==> config.mk <==
export PLATFORM = sky130hd
export DESIGN_NAME = elpi_loop
export DESIGN_NICKNAME = d
export VERILOG_FILES = /design/src/rtl/elpi_pkg.sv /design/src/rtl/elpi_reduce.sv /design/src/rtl/elpi_filter.sv /design/src/rtl/elpi_stepper.sv /design/src/rtl/elpi_loop.sv
export SDC_FILE = /design/constraint.sdc
export NUM_CORES = 1
export LEC_CHECK = 0
export ABC_AREA = 0
export BUFFER_PORTS_ARGS = -buffer_cell sky130_fd_sc_hd__clkbuf_2
export CORE_MARGIN = 8
export CORE_UTILIZATION = 55
export DETAILED_ROUTE_END_ITERATION = 6
export PLACE_DENSITY = 0.73
export SETUP_SLACK_MARGIN = 0.15
export SLEW_MARGIN = 20
export SYNTH_ARGS = -nofsm -noshare
export SYNTH_HDL_FRONTEND = slang
export SYNTH_HIERARCHICAL = 1
export SYNTH_SLANG_ARGS = --single-unit
==> constraint.sdc <==
create_clock -name clk -period 10.3 [get_ports clk]
set_clock_uncertainty 0.05 [all_clocks]
set_input_delay 1.03 -clock clk [delete_from_list [all_inputs] [get_ports clk]]
set_output_delay 1.03 -clock clk [all_outputs]
set_load 0.005 [all_outputs]
==> src/rtl/elpi_pkg.sv <==
package elpi_pkg;

    // Sequencer states of the loop
    typedef enum logic [1:0] {
        ST_IDLE   = 2'd0,
        ST_FILTER = 2'd1,
        ST_STEP   = 2'd2
    } loop_state_t;

    // Symmetric clamp of a wide signed value to +/-lim
    function automatic logic signed [31:0] clamp_sym(input logic signed [31:0] v,
                                                     input logic signed [31:0] lim);
        logic signed [31:0] r;
        if (v > lim)
            r = lim;
        else if (v < -lim)
            r = -lim;
        else
            r = v;
        return r;
    endfunction

endpackage

==> src/rtl/elpi_reduce.sv <==
// Reduces one word of early/late lane flags to a signed phase error.
module elpi_reduce #(
    parameter int LANES = 16,
    parameter int CNT_W = 5,
    parameter int ERR_W = 6
) (
    input  logic [LANES-1:0]        early_vec,
    input  logic [LANES-1:0]        late_vec,
    input  logic                    vote,
    output logic signed [ERR_W-1:0] err
);

    logic [CNT_W-1:0]        n_early;
    logic [CNT_W-1:0]        n_late;
    logic signed [ERR_W-1:0] diff;

    // Population counts of both vectors
    always_comb begin
        n_early = '0;
        n_late  = '0;
        for (int i = 0; i < LANES; i++) begin
            n_early = n_early + CNT_W'(early_vec[i]);
            n_late  = n_late  + CNT_W'(late_vec[i]);
        end
        diff = $signed({1'b0, n_early}) - $signed({1'b0, n_late});
    end

    // Sum keeps the magnitude, vote keeps only the sign
    always_comb begin
        if (!vote)
            err = diff;
        else if (diff == '0)
            err = '0;
        else if (diff[ERR_W-1])
            err = {ERR_W{1'b1}};
        else
            err = ERR_W'(1);
    end

endmodule

==> src/rtl/elpi_filter.sv <==
// Proportional-integral loop filter with power-of-two gains.
module elpi_filter
    import elpi_pkg::*;
#(
    parameter int ERR_W = 6,
    parameter int KP_W  = 3,
    parameter int KI_W  = 3,
    parameter int INT_W = 12
) (
    input  logic                    clk,
    input  logic                    rst,
    input  logic                    load,
    input  logic signed [ERR_W-1:0] err,
    input  logic [KP_W-1:0]         kp,
    input  logic [KI_W-1:0]         ki,
    output logic signed [31:0]      ctrl_q,
    output logic signed [INT_W-1:0] integ_q
);

    localparam int INT_MAX = (1 << (INT_W - 1)) - 1;

    logic signed [31:0] err_x;
    logic signed [31:0] prop;
    logic signed [31:0] inc;
    logic signed [31:0] integ_nx;
    logic signed [31:0] ctrl_nx;
    logic               int_on;

    always_comb begin
        int_on   = (ki != '0);
        err_x    = 32'(err);
        prop     = err_x <<< kp;
        inc      = int_on ? (err_x <<< (ki - KI_W'(1))) : 32'sd0;
        integ_nx = clamp_sym(32'(integ_q) + inc, INT_MAX);
        ctrl_nx  = prop + (int_on ? integ_nx : 32'sd0);
    end

    always_ff @(posedge clk) begin
        if (rst) begin
            integ_q <= '0;
            ctrl_q  <= '0;
        end else if (load) begin
            integ_q <= INT_W'(integ_nx);
            ctrl_q  <= ctrl_nx;
        end
    end

endmodule

==> src/rtl/elpi_stepper.sv <==
// Loop divider: accumulates filter output and issues single code steps.
module elpi_stepper
    import elpi_pkg::*;
#(
    parameter int CODE_W = 7,
    parameter int DIV_W  = 12,
    parameter int DACC_W = 16
) (
    input  logic                     clk,
    input  logic                     rst,
    input  logic                     fire,
    input  logic signed [31:0]       ctrl,
    input  logic [DIV_W-1:0]         div,
    output logic                     step_up,
    output logic                     step_dn,
    output logic [CODE_W-1:0]        code,
    output logic signed [DACC_W-1:0] dacc_q
);

    localparam int DACC_MAX = (1 << (DACC_W - 1)) - 1;

    logic signed [31:0] thr;
    logic signed [31:0] sum;
    logic signed [31:0] left;
    logic               up_nx;
    logic               dn_nx;

    always_comb begin
        thr   = (div == '0) ? 32'sd1 : $signed(32'(div));
        sum   = clamp_sym(32'(dacc_q) + ctrl, DACC_MAX);
        up_nx = 1'b0;
        dn_nx = 1'b0;
        left  = sum;
        if (sum >= thr) begin
            up_nx = 1'b1;
            left  = sum - thr;
        end else if (sum <= -thr) begin
            dn_nx = 1'b1;
            left  = sum + thr;
        end
    end

    always_ff @(posedge clk) begin
        if (rst) begin
            step_up <= 1'b0;
            step_dn <= 1'b0;
            code    <= '0;
            dacc_q  <= '0;
        end else begin
            step_up <= 1'b0;
            step_dn <= 1'b0;
            if (fire) begin
                step_up <= up_nx;
                step_dn <= dn_nx;
                dacc_q  <= DACC_W'(left);
                if (up_nx)
                    code <= code + CODE_W'(1);
                else if (dn_nx)
                    code <= code - CODE_W'(1);
            end
        end
    end

endmodule

==> src/rtl/elpi_loop.sv <==
// Top: word capture, sequencer, filter and divider.
module elpi_loop
    import elpi_pkg::*;
#(
    parameter int LANES  = 16,
    parameter int KP_W   = 3,
    parameter int KI_W   = 3,
    parameter int INT_W  = 12,
    parameter int DIV_W  = 12,
    parameter int DACC_W = 16,
    parameter int CODE_W = 7
) (
    input  logic              clk,
    input  logic              rst,
    input  logic              word_vld,
    input  logic [LANES-1:0]  early_vec,
    input  logic [LANES-1:0]  late_vec,
    input  logic              cfg_vote,
    input  logic [KP_W-1:0]   cfg_kp,
    input  logic [KI_W-1:0]   cfg_ki,
    input  logic [DIV_W-1:0]  cfg_div,
    output logic [CODE_W-1:0] pi_code,
    output logic              step_up,
    output logic              step_dn
);

    localparam int CNT_W = $clog2(LANES + 1);
    localparam int ERR_W = CNT_W + 1;

    loop_state_t state_q, state_nx;

    logic                     accept;
    logic                     filt_load;
    logic                     step_fire;
    logic signed [ERR_W-1:0]  err_now;
    logic signed [ERR_W-1:0]  err_q;
    logic [KP_W-1:0]          kp_q;
    logic [KI_W-1:0]          ki_q;
    logic [DIV_W-1:0]         div_q;
    logic signed [31:0]       ctrl_q;
    logic signed [INT_W-1:0]  integ_q;
    logic signed [DACC_W-1:0] dacc_q;

    // State register
    always_ff @(posedge clk) begin
        if (rst)
            state_q <= ST_IDLE;
        else
            state_q <= state_nx;
    end

    // Transitions
    always_comb begin
        state_nx = state_q;
        unique case (state_q)
            ST_IDLE:   state_nx = word_vld ? ST_FILTER : ST_IDLE;
            ST_FILTER: state_nx = ST_STEP;
            ST_STEP:   state_nx = word_vld ? ST_FILTER : ST_IDLE;
            default:   state_nx = ST_IDLE;
        endcase
    end

    // State-decoded controls
    always_comb begin
        accept    = 1'b0;
        filt_load = 1'b0;
        step_fire = 1'b0;
        unique case (state_q)
            ST_IDLE:   accept    = word_vld;
            ST_FILTER: filt_load = 1'b1;
            ST_STEP: begin
                step_fire = 1'b1;
                accept    = word_vld;
            end
            default: ;
        endcase
    end

    elpi_reduce #(
        .LANES (LANES),
        .CNT_W (CNT_W),
        .ERR_W (ERR_W)
    ) u_reduce (
        .early_vec (early_vec),
        .late_vec  (late_vec),
        .vote      (cfg_vote),
        .err       (err_now)
    );

    // Word and configuration captured together
    always_ff @(posedge clk) begin
        if (rst) begin
            err_q <= '0;
            kp_q  <= '0;
            ki_q  <= '0;
            div_q <= '0;
        end else if (accept) begin
            err_q <= err_now;
            kp_q  <= cfg_kp;
            ki_q  <= cfg_ki;
            div_q <= cfg_div;
        end
    end

    elpi_filter #(
        .ERR_W (ERR_W),
        .KP_W  (KP_W),
        .KI_W  (KI_W),
        .INT_W (INT_W)
    ) u_filter (
        .clk     (clk),
        .rst     (rst),
        .load    (filt_load),
        .err     (err_q),
        .kp      (kp_q),
        .ki      (ki_q),
        .ctrl_q  (ctrl_q),
        .integ_q (integ_q)
    );

    elpi_stepper #(
        .CODE_W (CODE_W),
        .DIV_W  (DIV_W),
        .DACC_W (DACC_W)
    ) u_stepper (
        .clk     (clk),
        .rst     (rst),
        .fire    (step_fire),
        .ctrl    (ctrl_q),
        .div     (div_q),
        .step_up (step_up),
        .step_dn (step_dn),
        .code    (pi_code),
        .dacc_q  (dacc_q)
    );

endmodule

==> impl_metrics.ini <==
[status]
outcome = finished clean

[global_route]
grt_start_max_net_pins = 70
grt_pass1_vias = 11501
grt_overflow = 0
antenna_found_initial = 0
grt_pass1_wl_um = 56200
grt_usage_pct = 23.5

[synth]
synthMuxAreaShare_pct = 3.66
yosysWarnings = 6
synth_top_family_by_area = compound AO/OA/AOI/OAI gates
syn_inst = 1660
synthFlopType = dfxtp_1
synth-seq-cells = 95
ys_seq_area_share_pct = 15.0
yosys.area.top_type_share_pct = 15.0
synth_area_um2 = 12700
yosys-top-cells-area = dfxtp_1, ha_1, fa_1
synth_adder_area_share_pct = 20.2
synth.distinct_cells = 99
synthSimpleGateAreaFrac_pct = 22.9
synthArstFlopShare_pct = 0
synth_xor_area_share_pct = 5.80
synth.avg_cell_area_um2 = 7.65
synth-compound-area-share_pct = 26.1
synth_top_area_cell = dfxtp_1
synth_edf_count = 0

[worst_hold_path]
hold_class = flip-flop to flip-flop
min-delay-start = u_stepper/dacc_q[3]
hold_depth = 2
hold_end = u_stepper/dacc_q[3]

[final_layout]
seq_area_um2 = 1900
fin_nets = 1904
fill_cells = 2176
areaGrowthSynthToFinish_pct = 5.35
design_area_um2 = 13400
n_antenna_cell = 0
layout.cells.most_common = nor2_1
multiInputGateArea_um2 = 10000
drive_above_1_share_pct = 8.50
layout_common_cells = nor2_1, ha_1, a21oi_1

[place]
postPlaceCellArea_um2 = 13100
post-dp-hpwl_um = 26800
numPortBuffers = 62
gp_congestion = 0.940

[power]
p_seq_share_pct = 10.2
p_int_mw = 2.04
combinationalPowerShare_pct = 82.4
power.density_nw_per_um2 = 344
vdd_drop_max_uv = 355
power_switching_mw = 2.56
switching_share_pct = 55.7
leakagePower_nw = 5.97
clock_power_share_pct = 7.3

[flow_run]
cap_violations = 0

[worst_setup_path]
critPathSlowestCell = ha_1
rrSetupSlack_ns = 0.95
r2r-start = u_stepper/dacc_q[15]
rr_worst_depth = 36
cp_max_fo = 18
end_kind = flip-flop
crit_type = flip-flop to flip-flop
arrival_ns = 9.55
slowest_delay_ns = 0.54
cp.required_ns = 10.50
crit_top_cell = ha_1
rr_endpoint = u_stepper/code[6]
cp-start-kind = flip-flop

[timing]
fmax_mhz = 107
drv_slew = 0
worstMarginPinSlew_ns = 1.01
slew_headroom_pct = 32.6
period_share_pct = 90.8
period_minus_slack_ns = 9.35
finalSetupViolations = 0
finalHoldViolations = 0
setup-tns-final_ns = 0
grt_setup_unrepaired = false

[die]
rows = 55
die_x_um = 168
io_pins = 63
die_h_um = 168
initial_core_util_pct = 56.1
core_um2 = 22600
die_area_um2 = 28200

[cts]
clk-insertion-delay-late_ns = 0.36
htreeDepth = 3
postCtsSetupRepairBufs = 0
path_clk_slew_ns = 0.07
clockBufferDepth = 2
root_buffer = clkbuf_16
cts_tree = built
cts.sinks = 95
cts_buffers = 9

[routing]
drt_iter0_drc = 880
avgRoutedWirePerCell_um = 17.2
drtAntennaViolNets = 0
drc = 0
dr_total_vias = 11998
wl_um = 33600
first_pass_iters = 6
drt-vias-per-instance = 6.13
## kinds of logic after synthesis
group,after synthesis
AO/OA/AOI/OAI,500
XOR/XNOR,84
adder cells (fa/ha/maj),184
buffers and inverters,195
flip-flops,95
multiplexers,45
other,1
AND/OR/NAND/NOR,556
## per-layer routing
metal / up-vias / track usage, % / routed length [um]
li1: 6016 / - / -
met2: 284 / 39.4 / 15600
met3: 42 / 3.04 / 1480
met5: - / 0 / 0
met4: 0 / 5.59 / 484
met1: 5656 / 31.6 / 16000
## power groups by stage
stage                     Clock (mW)  Sequential (mW)  Combinational [mW]
after CTS                      0.345            0.472                3.71
after detailed placement           0            0.481                3.68
after floorplan                    0            0.471                2.89
after global routing           0.360            0.480                4.20
final                          0.338            0.471                3.80
after global placement             0            0.478                3.64
## worst max path at each step
stage                               startpoint                 to  slack [ns]
final                     u_stepper/dacc_q[15]  u_stepper/code[6]        0.95
after floorplan           u_stepper/dacc_q[15]  u_stepper/code[6]        1.79
after CTS                   u_filter/ctrl_q[0]  u_stepper/code[6]        0.82
after global placement    u_stepper/dacc_q[15]  u_stepper/code[6]        1.20
after detailed placement   u_stepper/dacc_q[0]  u_stepper/code[6]        0.89
after global routing       u_stepper/dacc_q[0]  u_stepper/code[6]        0.26
## critical path: cells and delay by family, from the launching register on
kind                       cells  cell delay, ns
DFF                            1            0.30
adders and majority gates      5            1.93
and+or+nand+nor               14            3.56
buffers and inverters          3            0.55
AOI/OAI and AO/OA             13            2.49
muxes                          1            0.33
## flip-flops by register name, summed over array words and instances (netlist names)
name and flops:
state_q 2, ki_q 3, u_stepper/step_up 1, u_filter/integ_q 12, u_filter/ctrl_q 32, u_stepper/code 7
kp_q 3, div_q 12, u_stepper/step_dn 1, u_stepper/dacc_q 16, err_q 6
## per-stage QoR
| stage | hold WS (ns) | worst slack (ns) | std cells | utilization (%) | power, mW |
|---|---|---|---|---|---|
| final | 0.421 | 0.947 | 1956 | 59.1 | 4.61 |
| after global routing | 0.438 | 0.255 | 1956 | 59.1 | 5.04 |
| after CTS | 0.429 | 0.816 | 1956 | 59.1 | 4.53 |
| after detailed placement | 0.419 | 0.893 | 1940 | 57.8 | 4.16 |
| after global placement | 0.416 | 1.20 | 1940 | 57.8 | 4.12 |
| after floorplan | 0.376 | 1.79 | 1668 | - | 3.36 |
## cell type report
| class | instances | share of cell area [%] |
|---|---|---|
| timing repair buffer | 72 | 2.88 |
| clock inverter | 6 | 0.384 |
| tap | 285 | 2.67 |
| multi-input combinational | 1378 | 74.9 |
| sequential | 95 | 14.2 |
| inverter | 110 | 3.12 |
| clock buffer | 10 | 1.79 |
## synth_stat cells (6+ instances only)
cell type  number
nor2_1        171
ha_1          149
a21oi_1       139
nand2_1       113
inv_1         109
dfxtp_1        95
o21ai_0        84
nand2b_1       57
clkbuf_1       56
xnor2_1        50
fa_1           35
mux2i_1        34
xor2_1         34
a21o_1         32
o21ai_1        32
a211oi_1       29
nand3_1        29
nor3_1         29
nand4_1        26
nand4bb_1      24
o211ai_1       22
buf_2          18
nor2b_1        17
o21bai_1       17
o21a_1         16
o22ai_1        15
nor4_1         14
or3_1          13
and2_1         12
and3_1         11
o31ai_1        11
a311oi_1       10
mux2_2          9
a211o_1         7
a21boi_0        6
a31oi_1         6
nor3b_1         6
or2_2           6
or4_1           6
## timing repair
item,4_1_cts,5_1_grt
endpoints found under the setup margin,0,1
hold endpoints to repair,0,0
hold buffers,0,0
gates resized for setup,0,2
(Power assumes the default switching activity.)
